<file path="src/rtl/wdog_two_strike.sv">
module wdog_two_strike #(
  parameter int TIMEOUT_CYC     = 320_000_000,
  parameter int ALT_TIMEOUT_CYC = 4_200_000,
  parameter int PULSE_CYC       = 200_000
) (
  input  logic clk,
  input  logic rst_n,
  input  logic kick,
  input  logic alt_sel,
  input  logic reactivate,
  output logic fault_n,
  output logic fault_pulse_n,
  output logic shutdown_n,
  output logic reset_req
);
  localparam int MAXT = (TIMEOUT_CYC > ALT_TIMEOUT_CYC) ? TIMEOUT_CYC : ALT_TIMEOUT_CYC;
  localparam int CW   = $clog2(MAXT + 1);
  localparam int PW   = $clog2(PULSE_CYC + 1);

  logic [2:0]    ksync;
  logic [CW-1:0] cnt;
  logic [PW-1:0] pulse_left;
  logic          expire_d;
  logic          q;

  wire           kick_edge = ksync[2] ^ ksync[1];
  wire [CW-1:0]  limit     = alt_sel ? CW'(ALT_TIMEOUT_CYC - 1) : CW'(TIMEOUT_CYC - 1);
  wire           expire    = !kick_edge && (cnt >= limit);

  always_ff @(posedge clk) begin
    if (!rst_n) ksync <= '0;
    else        ksync <= {ksync[1:0], kick};
  end

  always_ff @(posedge clk) begin
    if (!rst_n)                 cnt <= '0;
    else if (kick_edge || expire) cnt <= '0;
    else                        cnt <= cnt + 1'b1;
  end

  always_ff @(posedge clk) begin
    if (!rst_n)               pulse_left <= '0;
    else if (expire)          pulse_left <= PW'(PULSE_CYC);
    else if (pulse_left != 0) pulse_left <= pulse_left - 1'b1;
  end

  always_ff @(posedge clk) begin
    if (!rst_n) begin
      expire_d <= 1'b0;
      fault_n  <= 1'b1;
    end else begin
      expire_d <= expire;
      if (kick_edge)     fault_n <= 1'b1;
      else if (expire_d) fault_n <= 1'b0;
    end
  end

  always_ff @(posedge clk) begin
    if (!rst_n)          q <= 1'b1;
    else if (reactivate) q <= 1'b1;
    else if (expire)     q <= q & fault_n;
  end

  assign fault_pulse_n = (pulse_left == 0);
  assign shutdown_n    = q;
  assign reset_req     = ~q;
endmodule


</file>
<file path="config.mk">
export PLATFORM = sky130hd
export DESIGN_NAME = wdog_two_strike
export DESIGN_NICKNAME = d
export VERILOG_FILES = /design/src/rtl/wdog_two_strike.sv
export SDC_FILE = /design/constraint.sdc
export NUM_CORES = 1
export LEC_CHECK = 0
export ABC_AREA = 0
export BUFFER_PORTS_ARGS = -buffer_cell sky130_fd_sc_hd__buf_4
export CAP_MARGIN = 20
export CORE_AREA = 2 2 69 71
export CTS_BUF_LIST = sky130_fd_sc_hd__clkbuf_4 sky130_fd_sc_hd__clkbuf_8
export DETAILED_ROUTE_END_ITERATION = 8
export DIE_AREA = 0 0 71 73
export PLACE_DENSITY = 0.8
export SETUP_SLACK_MARGIN = 0.4
export SYNTH_ARGS = -nofsm -noshare
export SYNTH_HDL_FRONTEND = slang
export SYNTH_SLANG_ARGS = --single-unit
</file>
<file path="constraint.sdc">
create_clock -name clk -period 2.78 [get_ports clk]
set_input_delay 0.417 -clock clk [delete_from_list [all_inputs] [get_ports clk]]
set_output_delay 0.417 -clock clk [all_outputs]
set_load 0.01 [all_outputs]
</file>
==> impl_results.md <==
- H-tree depth: 2
- Layout cell share with drive strength beyond 1: 11.80%
- Register bit count reported by yosys: 53
- CP cell instances: ha_1 > a2111oi_1 > o311ai_1 > or4b_4 > nor2_1
- Ys async rst share: 0%
- Final ANT Viol Nets: 0
- Register Area: around 0.0011 mm²
- CP Buf/Inv Count: 0
- Req. time, crit path: 3.01 ns
- Via total after detailed routing: 2230
- Syn_nets: approximately 330
- Mean Syn Cell Area: approximately 9 µm²
- Largest net degree at the start of global routing: 17
- Drt first pass iters: 4
- Net Switching: slightly below 0.9 mW
- Cell Count, Final, Fillers Out: around 380
- VDD IR max: about 0.56 mV
- Core box area: ~0.0045 mm²
- Pwr dens: 803.5 mW/mm²
- Mapped Cells: between 300 and 400
- Starting density of the core: 60.91%
- Worst Hold Class: input pin to register
- Clock Latency Late Sink: 0.30 ns
- Slew headroom: between 60% and 70%
- Synth cell types: 43
- Setup Skew: between 0.01 and 0.015 ns
- Post-layout power: 2.404 mW
- Unrepaired setup endpoints after global routing: true
- CTS Buf Count: 5
- CP max stage cell: or4b_4
- Fin. Hold Viols: 0
- Worst Path Arrival: roughly 2.5 ns
- Share of the synthesized area in the top cell type: 38.41%
- Yosys warnings: 0
- GP Congestion: roughly 0.94
- # rows: 25
- Port bufs: 8
- CP Capture Type: register
- Most instantiated cells after synthesis: 53 x dfxtp_1, 37 x nor2_1, 28 x xnor2_1
- Vias in the first global route: just under 2000
- Fill count: between 300 and 400
- Switch share: 36.93%
- Gr usage total: about a fifth
- Total Neg Setup Slack: 0 ns
- Post-CTS setup buffers: 0
- Clock slew at reported path FFs: about 0.08 ns
- HPWL Detailed: ~3600 µm
- First-pass GRT wire length: 8728 µm
- Clk buf depth: 2
- Slew @ Worst Pin: ~0.55 ns
- Crit Path Class: register to register
- Routed wire per std cell: about 14 µm
- Die Span X: around 70 µm
- Comb power frac: about two fifths
- Sequential power share: roughly two fifths
- Tmin final: approximately 2.3 ns
- Outcome: finished, final reports clean
- Pleak: ~1.1 nW
- Slew Limit Fails: 0
- Top cells by area, synth: dfxtp_1 38%, xnor2_1 8.9%, ha_1 6.8%
- Layout area overhead: 8.288%
- Sequential area share after synthesis: 38.41%
- Maximum fanout along the worst path: 15
- Initial antenna violation count: 0
- Cell-internal power: approximately 1.5 mW
- Largest stage delay on the critical path: around 0.7 ns
- Number of diodes: 0
- Final setup fails: 0
- Yosys top cell by area: dfxtp_1
- Die Span Y: approximately 73 µm
- Congestion Overflow GR: 0
- CTS sink cnt: 53
- Post-synth EDFFs: 0
- CTS tree: built
- Multi-input gate area: roughly 0.0016 mm²
- I/O pins: 9
- Clock Tree Root: clkbuf_8
- Max frequency: between 400 and 500 MHz
- Top delay family on crit path: simple AND/OR/NAND/NOR gates
- Die Area: between 0.005 and 0.006 mm²
- Placed cells: 368
- Drt drc: 0
- Count leader, synth: dfxtp_1
- Avg Vias per Cell: approximately 5.9
- CP startpoint kind: register
- 1st-iter DRT viols: 161
- Ys flop type: dfxtp_1
- DRT Wirelength: around 5300 µm
- Tcrit/Tclk final: between 80% and 90%
- Clk pwr share: 18.1%
- Max-cap check violation count: 0
- Nets@finish: 342
- Mapped Area: between 0.002 and 0.003 mm²
## flip-flops by register name, indices dropped and copies added (netlist names)
signal / count
cnt: 29
expire_d: 1
pulse_left: 18
fault_n: 1
shutdown_n: 1
ksync: 3
## path summary, 6_finish.rpt
path / startpoint / endpoint / slack, ns / depth (start not counted)
min: kick / ksync[0]$_SDFF_PN0_ / 0.33 / 2
min reg2reg: expire_d$_SDFF_PN0_ / fault_n$_SDFFE_PP1P_ / 0.41 / 1
max reg2reg: cnt[22]$_SDFF_PP0_ / cnt[16]$_SDFF_PP0_ / 0.52 / 5
max: cnt[22]$_SDFF_PP0_ / cnt[16]$_SDFF_PP0_ / 0.52 / 5
## per-layer routing
layer | vias up | track usage, % | wire length [µm]
met5 | - | 0 | 0
met4 | 0 | 9.434 | 85
met3 | 9 | 5.249 | 235
met2 | 41 | 32.50 | 2386
met1 | 1053 | 28.14 | 2566
li1 | 1127 | - | -
## final cells by class
type,instances,share of cell area [%]
inverter,14,1.757
multi-input combinational,234,53.99
timing repair buffer,14,3.513
tap,54,2.258
sequential,53,35.47
clock buffer,7,3.011
## power groups by stage
stage               combinational (mW)  clock [mW]  sequential, mW
floorplan                        0.774           0           0.974
finish                           0.979       0.435           0.991
CTS                              0.951       0.446           0.980
detailed placement               0.933           0           0.995
global placement                 0.924           0           0.991
global route                      1.09       0.481            1.01
## placed cells by master, fill, tap and decap left out, types with 6 or more instances in the layout
master,instances
a211oi_1,7
a21oi_1,11
and2_1,8
buf_4,14
clkbuf_8,6
dfxtp_1,53
ha_1,15
inv_1,14
nand2_1,13
nand3_1,12
nand4_1,8
nor2_1,37
nor2_2,8
nor3_1,12
nor4_1,8
xnor2_1,28
xor2_1,9
## timing repair
action	4_1_cts	5_1_grt
pin swaps	1	3
hold buffers	0	0
endpoints found under the setup margin	29	49
cloned	1	0
resized for setup	1	5
## metrics by stage
step | instance area (µm²) | setup WS, ns | hold slack, ns | utilization (%)
final | 2992 | 0.5193 | 0.3316 | 65.96
after global routing | 2992 | 0.3214 | 0.3326 | 65.96
after floorplan | 2763 | 0.4392 | 0.3882 | -
after detailed placement | 2870 | 0.07858 | 0.4011 | 63.28
after CTS | 2974 | 0.3677 | 0.3336 | 65.57
after global placement | 2870 | 0.1443 | 0.3906 | 63.28
## kinds of logic (layout without fill, tap and decap cells)
logic type,count (synthesis),count (layout),synth area share [%]
buffers and inverters,26,35,4.257
AOI/OAI and AO/OA,46,46,11.78
muxes,1,1,0.3623
DFF,53,53,38.41
adders and majority gates,15,15,6.793
and+or+nand+nor,134,135,26.68
xor gates and xnor gates,37,37,11.73
(Power assumes the default switching activity.)
